--- src/rtl/line_refill_pkg.sv ---
package line_refill_pkg;
  localparam int unsigned DEF_BEATS     = 8;
  localparam int unsigned DEF_BEAT_BITS = 64;

  typedef enum logic {
    FILL_IDLE   = 1'b0,
    FILL_ACTIVE = 1'b1
  } fill_state_e;
endpackage

--- src/rtl/line_refill_seq.sv ---
// Maps a burst position onto a slot of the line. The position counter is
// added to the start index, so wrapped and linear orders share one adder.
// The number of beats is a power of two, so the wrap is the natural overflow.
module line_refill_seq #(
  parameter int unsigned IDX_W = 3
) (
  input  logic [IDX_W-1:0] start_idx,
  input  logic [IDX_W-1:0] pos,
  input  logic [IDX_W-1:0] crit_idx,
  output logic [IDX_W-1:0] slot_idx,
  output logic             is_last,
  output logic             is_crit
);
  localparam logic [IDX_W-1:0] LAST_POS = {IDX_W{1'b1}};

  always_comb begin
    slot_idx = start_idx + pos;
    is_last  = (pos == LAST_POS);
    is_crit  = (slot_idx == crit_idx);
  end
endmodule

--- src/rtl/line_refill_track.sv ---
// Per-beat fill mask and the line-complete flag.
module line_refill_track #(
  parameter int unsigned BEATS = 8,
  parameter int unsigned IDX_W = 3
) (
  input  logic             clk,
  input  logic             rst_n,
  input  logic             clear,
  input  logic             wr_en,
  input  logic [IDX_W-1:0] wr_idx,
  input  logic             last_wr,
  output logic [BEATS-1:0] mask,
  output logic             line_ok
);
  logic [BEATS-1:0] mask_d;
  logic             ok_d;
  logic             upd_en;

  assign upd_en = clear || wr_en;

  always_comb begin
    mask_d = mask;
    ok_d   = line_ok;
    if (clear) begin
      mask_d = '0;
      ok_d   = 1'b0;
    end else if (wr_en) begin
      mask_d[wr_idx] = 1'b1;
      if (last_wr) ok_d = 1'b1;
    end
  end

  always_ff @(posedge clk or negedge rst_n) begin
    if (!rst_n) begin
      mask    <= '0;
      line_ok <= 1'b0;
    end else if (upd_en) begin
      mask    <= mask_d;
      line_ok <= ok_d;
    end
  end
endmodule

--- src/rtl/line_refill_store.sv ---
// Line data registers, one enable per beat, with a read multiplexer.
module line_refill_store #(
  parameter int unsigned BEATS     = 8,
  parameter int unsigned IDX_W     = 3,
  parameter int unsigned BEAT_BITS = 64
) (
  input  logic                 clk,
  input  logic                 wr_en,
  input  logic [IDX_W-1:0]     wr_idx,
  input  logic [BEAT_BITS-1:0] wr_data,
  input  logic [IDX_W-1:0]     rd_idx,
  output logic [BEAT_BITS-1:0] rd_data
);
  logic [BEATS-1:0][BEAT_BITS-1:0] beat_flat;

  for (genvar g = 0; g < BEATS; g++) begin : g_beat
    logic                 en;
    logic [BEAT_BITS-1:0] q;
    assign en = wr_en && (wr_idx == IDX_W'(g));
    always_ff @(posedge clk) begin
      if (en) q <= wr_data;
    end
    assign beat_flat[g] = q;
  end

  assign rd_data = beat_flat[rd_idx];
endmodule

--- src/rtl/line_refill_ctrl.sv ---
module line_refill_ctrl
  import line_refill_pkg::*;
#(
  parameter  int unsigned BEATS     = DEF_BEATS,
  parameter  int unsigned BEAT_BITS = DEF_BEAT_BITS,
  localparam int unsigned IDX_W     = $clog2(BEATS)
) (
  input  logic                 clk,
  input  logic                 rst_n,
  input  logic                 order_mode,
  input  logic                 miss_req,
  input  logic [IDX_W-1:0]     miss_beat,
  output logic                 busy,
  output logic                 mem_req,
  output logic [IDX_W-1:0]     mem_first,
  input  logic                 mem_valid,
  input  logic [BEAT_BITS-1:0] mem_data,
  output logic                 restart,
  output logic [BEAT_BITS-1:0] fwd_data,
  output logic                 done,
  output logic                 line_valid,
  input  logic                 rd_req,
  input  logic [IDX_W-1:0]     rd_beat,
  output logic                 rd_ack,
  output logic                 rd_stall,
  output logic [BEAT_BITS-1:0] rd_data
);
  // reset: asserted asynchronously, released on a clock edge
  logic [1:0] rst_pipe;
  logic       rst_ln;

  always_ff @(posedge clk or negedge rst_n) begin
    if (!rst_n) rst_pipe <= '0;
    else        rst_pipe <= {rst_pipe[0], 1'b1};
  end
  assign rst_ln = rst_pipe[1];

  // state
  fill_state_e      state_q, state_d;
  logic [IDX_W-1:0] start_q, start_d;
  logic [IDX_W-1:0] crit_q,  crit_d;
  logic [IDX_W-1:0] pos_q,   pos_d;
  logic             done_q,  done_d;

  logic             accept;
  logic             beat_in;
  logic             ctx_en;
  logic             pos_en;
  logic [IDX_W-1:0] first_idx;
  logic [IDX_W-1:0] slot_idx;
  logic             is_last;
  logic             is_crit;
  logic [BEATS-1:0] fill_mask;

  assign accept    = miss_req && (state_q == FILL_IDLE);
  assign beat_in   = mem_valid && (state_q == FILL_ACTIVE);
  assign first_idx = order_mode ? '0 : miss_beat;
  assign ctx_en    = accept;
  assign pos_en    = accept || beat_in;

  line_refill_seq #(.IDX_W(IDX_W)) u_seq (
    .start_idx (start_q),
    .pos       (pos_q),
    .crit_idx  (crit_q),
    .slot_idx  (slot_idx),
    .is_last   (is_last),
    .is_crit   (is_crit)
  );

  always_comb begin
    state_d = state_q;
    start_d = start_q;
    crit_d  = crit_q;
    pos_d   = pos_q;
    done_d  = 1'b0;
    if (accept) begin
      state_d = FILL_ACTIVE;
      start_d = first_idx;
      crit_d  = miss_beat;
      pos_d   = '0;
    end else if (beat_in) begin
      pos_d = pos_q + 1'b1;
      if (is_last) begin
        state_d = FILL_IDLE;
        done_d  = 1'b1;
      end
    end
  end

  always_ff @(posedge clk or negedge rst_ln) begin
    if (!rst_ln) begin
      state_q <= FILL_IDLE;
      done_q  <= 1'b0;
    end else begin
      state_q <= state_d;
      done_q  <= done_d;
    end
  end

  always_ff @(posedge clk or negedge rst_ln) begin
    if (!rst_ln) begin
      start_q <= '0;
      crit_q  <= '0;
    end else if (ctx_en) begin
      start_q <= start_d;
      crit_q  <= crit_d;
    end
  end

  always_ff @(posedge clk or negedge rst_ln) begin
    if (!rst_ln)     pos_q <= '0;
    else if (pos_en) pos_q <= pos_d;
  end

  line_refill_track #(.BEATS(BEATS), .IDX_W(IDX_W)) u_track (
    .clk     (clk),
    .rst_n   (rst_ln),
    .clear   (accept),
    .wr_en   (beat_in),
    .wr_idx  (slot_idx),
    .last_wr (is_last),
    .mask    (fill_mask),
    .line_ok (line_valid)
  );

  line_refill_store #(.BEATS(BEATS), .IDX_W(IDX_W), .BEAT_BITS(BEAT_BITS)) u_store (
    .clk     (clk),
    .wr_en   (beat_in),
    .wr_idx  (slot_idx),
    .wr_data (mem_data),
    .rd_idx  (rd_beat),
    .rd_data (rd_data)
  );

  // outputs
  assign busy      = (state_q == FILL_ACTIVE);
  assign mem_req   = accept;
  assign mem_first = first_idx;
  assign restart   = beat_in && is_crit;
  assign fwd_data  = mem_data;
  assign done      = done_q;
  assign rd_ack    = rd_req && fill_mask[rd_beat];
  assign rd_stall  = rd_req && !fill_mask[rd_beat];
endmodule

--- config.mk ---
export PLATFORM = sky130hd
export DESIGN_NAME = line_refill_ctrl
export DESIGN_NICKNAME = d
export VERILOG_FILES = /design/src/rtl/line_refill_pkg.sv /design/src/rtl/line_refill_seq.sv /design/src/rtl/line_refill_track.sv /design/src/rtl/line_refill_store.sv /design/src/rtl/line_refill_ctrl.sv
export SDC_FILE = /design/constraint.sdc
export NUM_CORES = 1
export LEC_CHECK = 0
export BUFFER_PORTS_ARGS = -buffer_cell sky130_fd_sc_hd__buf_2
export CAP_MARGIN = 20
export CORE_UTILIZATION = 36
export DETAILED_ROUTE_END_ITERATION = 8
export GPL_TIMING_DRIVEN = 0
export RECOVER_POWER = 25
export SYNTH_ARGS = -nofsm -noshare
export SYNTH_HDL_FRONTEND = slang
export SYNTH_HIERARCHICAL = 1
export SYNTH_SLANG_ARGS = --single-unit
--- constraint.sdc ---
create_clock -name clk -period 2.3 [get_ports clk]
set_input_delay 0 -clock clk [delete_from_list [all_inputs] [get_ports clk]]
set_output_delay 0 -clock clk [all_outputs]
set_load 0.005 [all_outputs]
==> results of run 1 <==
==> cells by family after synthesis <==
kind of cell / share of synthesized area, %
flops: 76.4
buf+inv: 3.58
mux: 17.7
simple gates: 1.50
fa+ha+maj: 0.216
compound gates: 0.402
other cells: 0.0180
xor+xnor: 0.210
==> area by class of cell <==
class / instances / area share, %
sequential: 534 / 56.2
buffer: 99 / 2.50
timing repair buffer: 444 / 16.4
clock buffer: 66 / 5.15
tap: 756 / 3.34
antenna: 1 / 0.00882
clock inverter: 39 / 1.03
multi-input combinational: 276 / 15.3
inverter: 9 / 0.119
==> through the flow <==
step                      setup WS [ns]  hold slack, ns  setup TNS [ns]
after floorplan                   -1.30          -0.296         -408.42
after global placement            -3.06          -0.213        -1086.84
after detailed placement         -0.934          -0.211         -303.17
after CTS                        -0.345           0.185         -107.34
after global routing             -0.369           0.252         -105.03
final                            -0.301           0.237          -76.01
==> what timing repair did <==
action,CTS,global route
buffers inserted,93,27
endpoints found under the setup margin,522,514
pin swaps,13,8
hold buffers,79,0
gates resized for setup,141,44
hold endpoints to repair,525,0
cloned,45,3
==> worst reg2reg max path: stages (launching register included) <==
cell and delay [ns]:
dfrtp_1 0.39, ha_2 0.19, fa_2 0.38, xnor2_4 0.24, xnor2_4 0.13, nand2b_4 0.19
buf_12 0.16, nor2_4 0.15, buf_12 0.13, buf_16 0.15, clkbuf_16 0.19
==> sequential cells by signal, summed over array words and instances (netlist names) <==
register          count
done                  1
crit_q                3
u_track/line_ok       1
pos_q                 3
u_store/g_beat.q    512
rst_pipe              2
busy                  1
u_track/mask          8
start_q               3
==> cell usage in the layout (no fill, tap or decap), drive strengths merged <==
cell type    synthesis  routed
mux4               128     128
nand4b               3       3
edfxtp             512     512
nand3b               1       1
nor2                11      12
o22ai                1       1
nor4b                1       1
nand4bb              3       3
clkbuf              10     105
nand3                4       4
nor3                 2       2
o31a                 1       1
or4b                 1       1
bufinv               0       4
nand2b               6       6
nand2               14      14
clkinvlp             0       2
buf                 90     425
ha                   2       2
conb                 1       1
inv                  9      11
and3                 4       4
fa                   1       1
a41oi                1       1
o21ai                1       1
mux2                69      69
nor2b                4       4
dfrtp               22      22
a21oi                8       8
xnor2                4       4
diode                0       1
clkinv               0      31
a2111oi              1       1
dlygate4sd3          0      79
mux2i                2       2
xor2                 1       1
==> power groups by stage <==
stage	Clock [mW]	Sequential (mW)	Combinational, mW
global placement	0	14.6	5.89
detailed placement	0	14.6	7.03
CTS	8.85	14.4	12.6
finish	8.66	14.4	11.8
floorplan	0	14.4	3.68
global route	9.20	14.6	12.5
==> worst min path at each step <==
stage | from | end | slack (ns) | depth (start not counted)
3_3_place_gp | rst_n | rst_pipe[0] | -0.21 | 1
6_report | mem_data[50] | u_store/g_beat[2].q[50] | 0.24 | 2
3_5_place_dp | rst_n | rst_pipe[0] | -0.21 | 1
5_1_grt | rst_n | rst_pipe[1] | 0.25 | 3
4_1_cts | mem_data[40] | u_store/g_beat[4].q[40] | 0.18 | 2
2_1_floorplan | rst_n | rst_pipe[0] | -0.30 | 0
==> synthesized netlist by cell type (2+ instances only) <==
| master | count |
|---|---|
| a21oi_1 | 8 |
| and3_1 | 2 |
| buf_1 | 9 |
| buf_2 | 3 |
| buf_4 | 67 |
| buf_6 | 11 |
| clkbuf_1 | 10 |
| dfrtp_1 | 22 |
| edfxtp_1 | 512 |
| ha_1 | 2 |
| inv_1 | 8 |
| mux2_2 | 68 |
| mux2i_1 | 2 |
| mux4_2 | 128 |
| nand2_1 | 14 |
| nand2b_1 | 5 |
| nand3_1 | 4 |
| nand4b_1 | 3 |
| nand4bb_1 | 3 |
| nor2_1 | 11 |
| nor2b_1 | 4 |
| nor3_1 | 2 |
| xnor2_1 | 4 |
==> metal layers <==
layer | up-vias | share of wire (%) | GRT usage [%] | routed length, um
met4 | 0 | 1.7 | 4.57 | 920
met2 | 331 | 49 | 30.7 | 26900
met1 | 5884 | 44 | 25.8 | 23800
met5 | - | 0 | 0 | 0
li1 | 4778 | - | - | -
met3 | 75 | 5.1 | 3.35 | 2770
==> flow_summary.json, run 1 <==
{
  "start_util_pct": 36.7,
  "wl_per_cell_um": 24.4,
  "cp.arrival_ns": 2.91,
  "num_vias": 11068,
  "total_power_mw": 34.9,
  "die_h_um": 243,
  "endpoint": "u_store/g_beat[3].q[45]",
  "seq_power_share_pct": 41.2,
  "peakVddDrop_v": 0.000825,
  "place_congestion": 0.712,
  "wirelength_um": 54400,
  "tritoncts": "yes",
  "cp-start-kind": "flop",
  "rsz0062_at_grt": "true",
  "synthTopCellsByArea": "edfxtp_1 (74%), mux4_2 (14%), mux2_2 (3.7%), dfrtp_1 (2.6%), buf_4 (2.4%)",
  "synthArstFlopShare_pct": 4.12,
  "setup_slack_ns": -0.301,
  "finalNetCount": 1500,
  "synth_nets": 997,
  "relSlewSlack_pct": 38.8,
  "clock_latency_ns": 0.60,
  "die-area_mm2": 0.0589,
  "comb_power_share_pct": 33.9,
  "grt_pass1_vias": 11602,
  "drt-initial-drc-count": 824,
  "r2r_setup_slack_ns": -0.30,
  "remaining_drc_errors": 0,
  "grt-ovfl-total": 0,
  "critPathMaxStageDelay_ns": 0.39,
  "hpwl_um": 28600,
  "grt_antenna_before_repair": 0,
  "final_cell_area_mm2": 0.0284,
  "p_sw_share_pct": 28.1,
  "critPathSlowestCell": "dfrtp_1",
  "core_mm2": 0.0568,
  "ys_ff_latch": 534,
  "first_pass_iters": 6,
  "multi_input_area_mm2": 0.00433,
  "endpoint_kind": "flop",
  "synthCells": 918,
  "ys_warn_count": 6,
  "clk_pin_slew_ns": 0.06,
  "viasPerCell": 4.98,
  "grt.total_usage_pct": 18.7,
  "worst-path-buf-inv": 4,
  "min_period_ns": 2.60,
  "drive_gt1_share_pct": 49.1,
  "crit_fanout": 8,
  "hp-class": "input pin to flop",
  "clockPowerShare_pct": 24.8,
  "timing.rr.start": "start_q[0]",
  "cts_buffer_depth": 3,
  "cts.sinks": 534,
  "cts_max_level": 2,
  "dieWidth_um": 243,
  "switching_power_mw": 9.80,
  "path_class": "flop to flop",
  "fmax_mhz": 384,
  "crit_cells": 10,
  "dpl_cell_area_mm2": 0.0236,
  "synth_area_per_cell_um2": 22.7,
  "crit_family": "buffers and inverters",
  "violations": "setup timing",
  "maxCapViolCount": 0,
  "portBuffers": 213,
  "power.internal_mw": 25.1,
  "worstReg2RegEnd": "u_store/g_beat[3].q[45]",
  "setup_viol": 483,
  "fill_cells": 4554,
  "root_buffer": "clkbuf_16",
  "syn_to_final_growth_pct": 36.1,
  "cp.required_ns": 2.61,
  "io_pins": 214,
  "yosysTopAreaCell": "edfxtp_1",
  "finalHoldViolCount": 0,
  "antenna_left": 0,
  "synth_edf_count": 512,
  "grt_pass1_wl_um": 78800,
  "leakagePower_nw": 9.93,
  "crit_path_cell_trace": "ha_2, fa_2, xnor2_4, xnor2_4, nand2b_4, buf_12, nor2_4, buf_12, buf_16, clkbuf_16",
  "synth-main-ff-cell": "edfxtp_1",
  "rows": 87,
  "power_density_mw_per_mm2": 1230,
  "skew_ns": 0.0137,
  "grt_max_degree": 21,
  "synth.top_cell.area_share_pct": 73.8,
  "slew_viol_final": 0,
  "yosysUniqueCellTypes": 39,
  "finalCritPeriodShare_pct": 113,
  "cts_buffers": 57,
  "rr_worst_depth": 10,
  "status": "finished with violations",
  "final_cells": 2224,
  "worst_pin_slew_ns": 0.919,
  "seq_area_mm2": 0.0159,
  "dp_cells": 1914,
  "finish.utilization_pct": 49.9,
  "netlist_area_mm2": 0.0208,
  "cp-startpoint": "start_q[0]",
  "yosysSeqAreaShare_pct": 76.4
}
(Power assumes the default switching activity.)
==> run 2, diff against run 1 <==
--- a/config.mk
+++ b/config.mk
@@ -11,6 +11,7 @@
 export DETAILED_ROUTE_END_ITERATION = 8
 export GPL_TIMING_DRIVEN = 0
 export RECOVER_POWER = 25
+export SETUP_SLACK_MARGIN = 0.2
 export SYNTH_ARGS = -nofsm -noshare
 export SYNTH_HDL_FRONTEND = slang
 export SYNTH_HIERARCHICAL = 1
==> run 2 against run 1 <==
Against the previous run: utilization up 1.5 points; clock skew up 0.0060 ns; largest power group unchanged; maximum frequency about the same; the run still ends with setup timing left.
==> flow_summary.json, run 2 (synthesized netlist as in run 1, its figures left out) <==
{
  "endpoint": "u_store/g_beat[3].q[45]",
  "diodes": 0,
  "final_common_cell": "edfxtp_1",
  "rows": 87,
  "tritoncts": "yes",
  "switching_power_mw": 10.1,
  "start_util_pct": 36.7,
  "setup_viol": 503,
  "path_class": "flop to flop",
  "portBuffers": 213,
  "status": "finished with violations",
  "skew_ns": 0.0198,
  "clock_latency_ns": 0.60,
  "drive_gt1_share_pct": 51.1,
  "grt_max_degree": 21,
  "clockPowerShare_pct": 23.8,
  "cts_buffers": 57,
  "finalCritPeriodShare_pct": 113,
  "seq_power_share_pct": 39.6,
  "cp-start-kind": "flop",
  "relSlewSlack_pct": 46.2,
  "cts_max_level": 2,
  "final_cell_area_mm2": 0.0292,
  "r2r_setup_slack_ns": -0.30,
  "viasPerCell": 4.94,
  "hp-class": "input pin to flop",
  "endpoint_kind": "flop",
  "grt-ovfl-total": 0,
  "core_mm2": 0.0568,
  "timing.rr.start": "pos_q[0]",
  "io_pins": 214,
  "antenna_left": 0,
  "crit_fanout": 8,
  "dpl_cell_area_mm2": 0.0236,
  "cts_buffer_depth": 3,
  "grt.total_usage_pct": 18.6,
  "maxCapViolCount": 0,
  "power_density_mw_per_mm2": 1240,
  "wirelength_um": 54800,
  "cts.sinks": 534,
  "slew_viol_final": 0,
  "grt_antenna_before_repair": 1,
  "power.internal_mw": 26.2,
  "grt_pass1_wl_um": 78500,
  "cp-startpoint": "pos_q[0]",
  "setup_slack_ns": -0.301,
  "dp_cells": 1914,
  "root_buffer": "clkbuf_16",
  "remaining_drc_errors": 0,
  "syn_to_final_growth_pct": 40.0,
  "hpwl_um": 28600,
  "rr_worst_depth": 10,
  "p_sw_share_pct": 27.8,
  "die-area_mm2": 0.0589,
  "min_period_ns": 2.60,
  "final_cell_mix": "edfxtp_1 (512), buf_2 (190), mux4_2 (128)",
  "violations": "setup timing",
  "largest-register": "u_store/g_beat.q",
  "reg_top3": "u_store/g_beat.q x512, u_track/mask x8",
  "worst_pin_slew_ns": 0.807,
  "cp.arrival_ns": 2.91,
  "peakVddDrop_v": 0.000793,
  "rsz0062_at_grt": "true",
  "clk_pin_slew_ns": 0.06,
  "place_congestion": 0.712,
  "finalNetCount": 1534,
  "die_h_um": 243,
  "cp.required_ns": 2.61,
  "drt-initial-drc-count": 777,
  "fill_cells": 4456,
  "first_pass_iters": 6,
  "comb_power_share_pct": 36.6,
  "wl_per_cell_um": 24.3,
  "num_vias": 11140,
  "final_cells": 2257,
  "leakagePower_nw": 10.3,
  "finalHoldViolCount": 0,
  "largest_reg_flops": 512,
  "grt_pass1_vias": 11619,
  "dieWidth_um": 243,
  "worstReg2RegEnd": "u_store/g_beat[3].q[45]",
  "fmax_mhz": 384
}
-- run 2: changes by cell type in the layout (fill, tap and decap cells not counted), moves of 2 or more --
cell	previous run	this run
buf_12	56	54
buf_1	8	4
clkbuf_1	45	41
buf_4	75	73
buf_16	34	61
clkbuf_2	0	8
buf_6	45	58
dlygate4sd3_1	79	76
-- run 2: through the flow --
step | utilization, % | worst slack, ns | power [mW] | hold slack [ns] | setup TNS (ns)
4_1_cts | 50.6 | -0.345 | 35.8 | 0.185 | -107.87
2_1_floorplan | - | -1.30 | 18.1 | -0.296 | -408.42
3_5_place_dp | 41.5 | -0.934 | 21.6 | -0.211 | -303.17
5_1_grt | 51.4 | -0.373 | 37.7 | 0.253 | -131.86
3_3_place_gp | 40.4 | -3.06 | 20.5 | -0.213 | -1086.84
6_report | 51.4 | -0.301 | 36.3 | 0.237 | -100.06
-- run 2: area by class of cell --
cell class                      count  area (um2)  area share, %
Sequential cell                   534       15900           54.6
Inverter                            9        33.8          0.116
Multi-Input combinational cell    276        4330           14.8
Tap cell                          756         946           3.24
Clock buffer                       66        1460           5.00
Timing Repair Buffer              477        5470           18.7
Clock inverter                     39         293           1.00
Buffer                            100         729           2.50
-- run 2: what timing repair did --
item / 4_1_cts / 5_1_grt
hold endpoints to repair: 525 / 0
buffers inserted: 94 / 20
pin swaps: 13 / 14
setup endpoints to repair: 574 / 577
resized for setup: 137 / 50
gates cloned: 44 / 4
hold buffers: 76 / 0
-- run 2: metal layers --
layer  part of all wire, %  routed length [um]  up-vias  GRT usage, %
li1                      -                   -     4855             -
met1                    44               24000     5888          25.7
met3                   4.9                2690       79          3.38
met5                     0                   0        -             0
met2                    49               26900      318          30.4
met4                   2.3                1240        0          4.42
-- run 2: worst min-delay path by stage --
| stage | startpoint | slack, ns | to | depth (start not counted) |
|---|---|---|---|---|
| after floorplan | rst_n | -0.30 | rst_pipe[0] | 0 |
| after global placement | rst_n | -0.21 | rst_pipe[0] | 1 |
| after detailed placement | rst_n | -0.21 | rst_pipe[0] | 1 |
| after CTS | mem_data[40] | 0.18 | u_store/g_beat[4].q[40] | 2 |
| after global routing | rst_n | 0.25 | rst_pipe[1] | 3 |
| final | mem_data[15] | 0.24 | u_store/g_beat[1].q[15] | 2 |
-- run 2: power by group through the flow --
stage	combinational (mW)	sequential [mW]	clock, mW
2_1_floorplan	3.68	14.4	0
3_3_place_gp	5.89	14.6	0
3_5_place_dp	7.03	14.6	0
4_1_cts	12.6	14.4	8.85
5_1_grt	13.9	14.6	9.20
6_report	13.3	14.4	8.66
-- run 2: worst max-delay path, cell delays in order (launching register included) --
cell and delay (ns):
dfrtp_1 0.39, ha_2 0.19, fa_2 0.38, xnor2_4 0.25
xnor2_4 0.14, nand2b_4 0.19, buf_12 0.16, nor2_4 0.12
buf_12 0.13, buf_16 0.15, clkbuf_16 0.19
==> run 3, diff against run 2 <==
--- a/config.mk
+++ b/config.mk
@@ -5,12 +5,11 @@
 export SDC_FILE = /design/constraint.sdc
 export NUM_CORES = 1
 export LEC_CHECK = 0
-export BUFFER_PORTS_ARGS = -buffer_cell sky130_fd_sc_hd__buf_2
 export CAP_MARGIN = 20
 export CORE_UTILIZATION = 36
 export DETAILED_ROUTE_END_ITERATION = 8
+export DONT_BUFFER_PORTS = 1
 export GPL_TIMING_DRIVEN = 0
-export RECOVER_POWER = 25
 export SETUP_SLACK_MARGIN = 0.2
 export SYNTH_ARGS = -nofsm -noshare
 export SYNTH_HDL_FRONTEND = slang
==> run 3 against run 2 <==
Against the previous run: the flow still finishes with violations (setup timing); critical endpoint is now u_store/g_beat[4].q[6]; die area unchanged; largest power group unchanged; worst hold slack got worse by 0.15 ns; worst setup slack improved by 0.011 ns.
==> flow_summary.json, run 3 (synthesized netlist as in run 1, its figures left out) <==
{
  "worst_pin_slew_ns": 1.01,
  "hold_path_depth": 1,
  "r2r_setup_slack_ns": -0.29,
  "largest_reg_flops": 512,
  "io_pins": 214,
  "antenna_left": 0,
  "met2_usage_pct": 28.5,
  "core_mm2": 0.0568,
  "violations": "setup timing",
  "portBuffers": 0,
  "skew_ns": 0.0192,
  "cts.sinks": 534,
  "num_vias": 10357,
  "globalRouteMet1Util_pct": 24.4,
  "timing.rr.start": "start_q[0]",
  "start_util_pct": 36.7,
  "clock_latency_ns": 0.60,
  "finish.utilization_pct": 49.1,
  "cts_max_level": 2,
  "viasPerCell": 5.12,
  "fmax_mhz": 386,
  "finalNetCount": 1304,
  "total_power_mw": 35.4,
  "grt_max_degree": 23,
  "rsz0062_at_grt": "true",
  "grt.total_usage_pct": 17.8,
  "hpwl_um": 27700,
  "root_buffer": "clkbuf_16",
  "maxCapViolCount": 0,
  "wirelength_um": 54000,
  "cts_buffers": 55,
  "largest-register": "u_store/g_beat.q",
  "cts_buffer_depth": 3,
  "drive_gt1_share_pct": 44.1,
  "relSlewSlack_pct": 32.4,
  "rows": 87,
  "peakVddDrop_v": 0.000806,
  "remaining_drc_errors": 0,
  "drt-initial-drc-count": 767,
  "power_density_mw_per_mm2": 1270,
  "endpoint_kind": "flop",
  "syn_to_final_growth_pct": 33.8,
  "setup_slack_ns": -0.290,
  "fill_cells": 4551,
  "rr_worst_depth": 11,
  "diodes": 0,
  "setup_viol": 501,
  "multi_input_area_mm2": 0.00433,
  "crit_fanout": 8,
  "gr-usage-met3_pct": 4.73,
  "die-area_mm2": 0.0589,
  "grt_pass1_wl_um": 74900,
  "leakagePower_nw": 9.40,
  "hp-class": "input pin to output pin",
  "grt_antenna_before_repair": 0,
  "finalHoldViolCount": 0,
  "dieWidth_um": 243,
  "finalCritPeriodShare_pct": 113,
  "path_class": "flop to flop",
  "grt_pass1_vias": 10670,
  "busiest_layer": "met2",
  "tritoncts": "yes",
  "min_period_ns": 2.59,
  "wl_per_cell_um": 26.7,
  "cp.arrival_ns": 2.89,
  "worstReg2RegEnd": "u_store/g_beat[4].q[6]",
  "hp-start": "mem_data[14]",
  "final_common_cell": "edfxtp_1",
  "cp-start-kind": "flop",
  "clk_pin_slew_ns": 0.06,
  "first_pass_iters": 5,
  "pre_cts_ws_ns": -0.884,
  "slew_viol_final": 0,
  "seq_area_mm2": 0.0159,
  "reg_top3": "u_store/g_beat.q x512, u_track/mask x8",
  "cp.required_ns": 2.60,
  "grt-ovfl-total": 0,
  "status": "finished with violations",
  "die_h_um": 243,
  "holdPathEnd": "fwd_data[14]",
  "place_congestion": 0.715,
  "final_cell_mix": "edfxtp_1 (512), mux4_2 (128), buf_4 (81)"
}
[run 3: cell count changes in the layout (fill, tap and decap cells not counted), sizes merged]
cell           change
inv                +1
clkinv             -7
clkdlybuf4s15      -1
buf              -202
bufbuf             +2
clkbuf            -27
clkinvlp           +1
[run 3: routing by layer]
layer,wire length [um],part of all wire [%],up-vias
li1,-,-,4390
met1,23600,44,5558
met2,26000,48,338
met3,3560,6.6,71
met4,923,1.7,0
met5,0,0,-
[run 3: stage by stage]
step	TNS (ns)	cells	cell area (um2)	hold WS (ns)
after floorplan	-408.42	918	21000	-0.296
after global placement	-1094.68	1674	21900	-0.296
after detailed placement	-232.41	1701	22500	-0.295
after CTS	-76.50	1993	27300	0.0820
after global routing	-121.76	2024	27900	0.0826
final	-84.15	2024	27900	0.0817
[run 3: power breakdown]
part,switching (mW),internal (mW)
Combinational,5.53,6.84
Clock,3.69,4.99
Sequential,0.599,13.8
[run 3: layout make-up]
class,instances,share of cell area (%)
repair buffers,249,15.0
flip-flops and latches,534,57.1
multi-input cells,276,15.5
clock inverters,34,1.03
clock buffers,66,5.27
plain buffers,100,2.56
well taps,756,3.39
inverters,9,0.121
[run 3: what timing repair did]
item / CTS / global route
hold endpoints to repair: 532 / 0
buffers inserted: 79 / 23
gates cloned: 37 / 8
hold buffers: 76 / 0
resized for setup: 91 / 49
setup endpoints to repair: 514 / 514
pin swaps: 14 / 9
[run 3: critical path, cell delays in order (launching register included)]
cell	delay, ns
dfrtp_1	0.39
ha_2	0.18
fa_2	0.38
xnor2_4	0.18
xnor2_4	0.24
nand2_4	0.11
nor3_4	0.23
buf_12	0.15
buf_12	0.10
buf_16	0.11
buf_12	0.11
buf_16	0.13
[run 3: worst max-delay path by stage]
stage / start / end / slack (ns) / cells after the start
floorplan: pos_q[0] / u_store/g_beat[4].q[0] / -1.30 / 6
global placement: pos_q[0] / u_store/g_beat[4].q[62] / -3.10 / 6
detailed placement: pos_q[0] / u_store/g_beat[4].q[62] / -0.88 / 9
CTS: pos_q[0] / u_store/g_beat[4].q[14] / -0.27 / 11
global route: start_q[0] / u_store/g_beat[4].q[12] / -0.37 / 11
finish: start_q[0] / u_store/g_beat[4].q[6] / -0.29 / 11
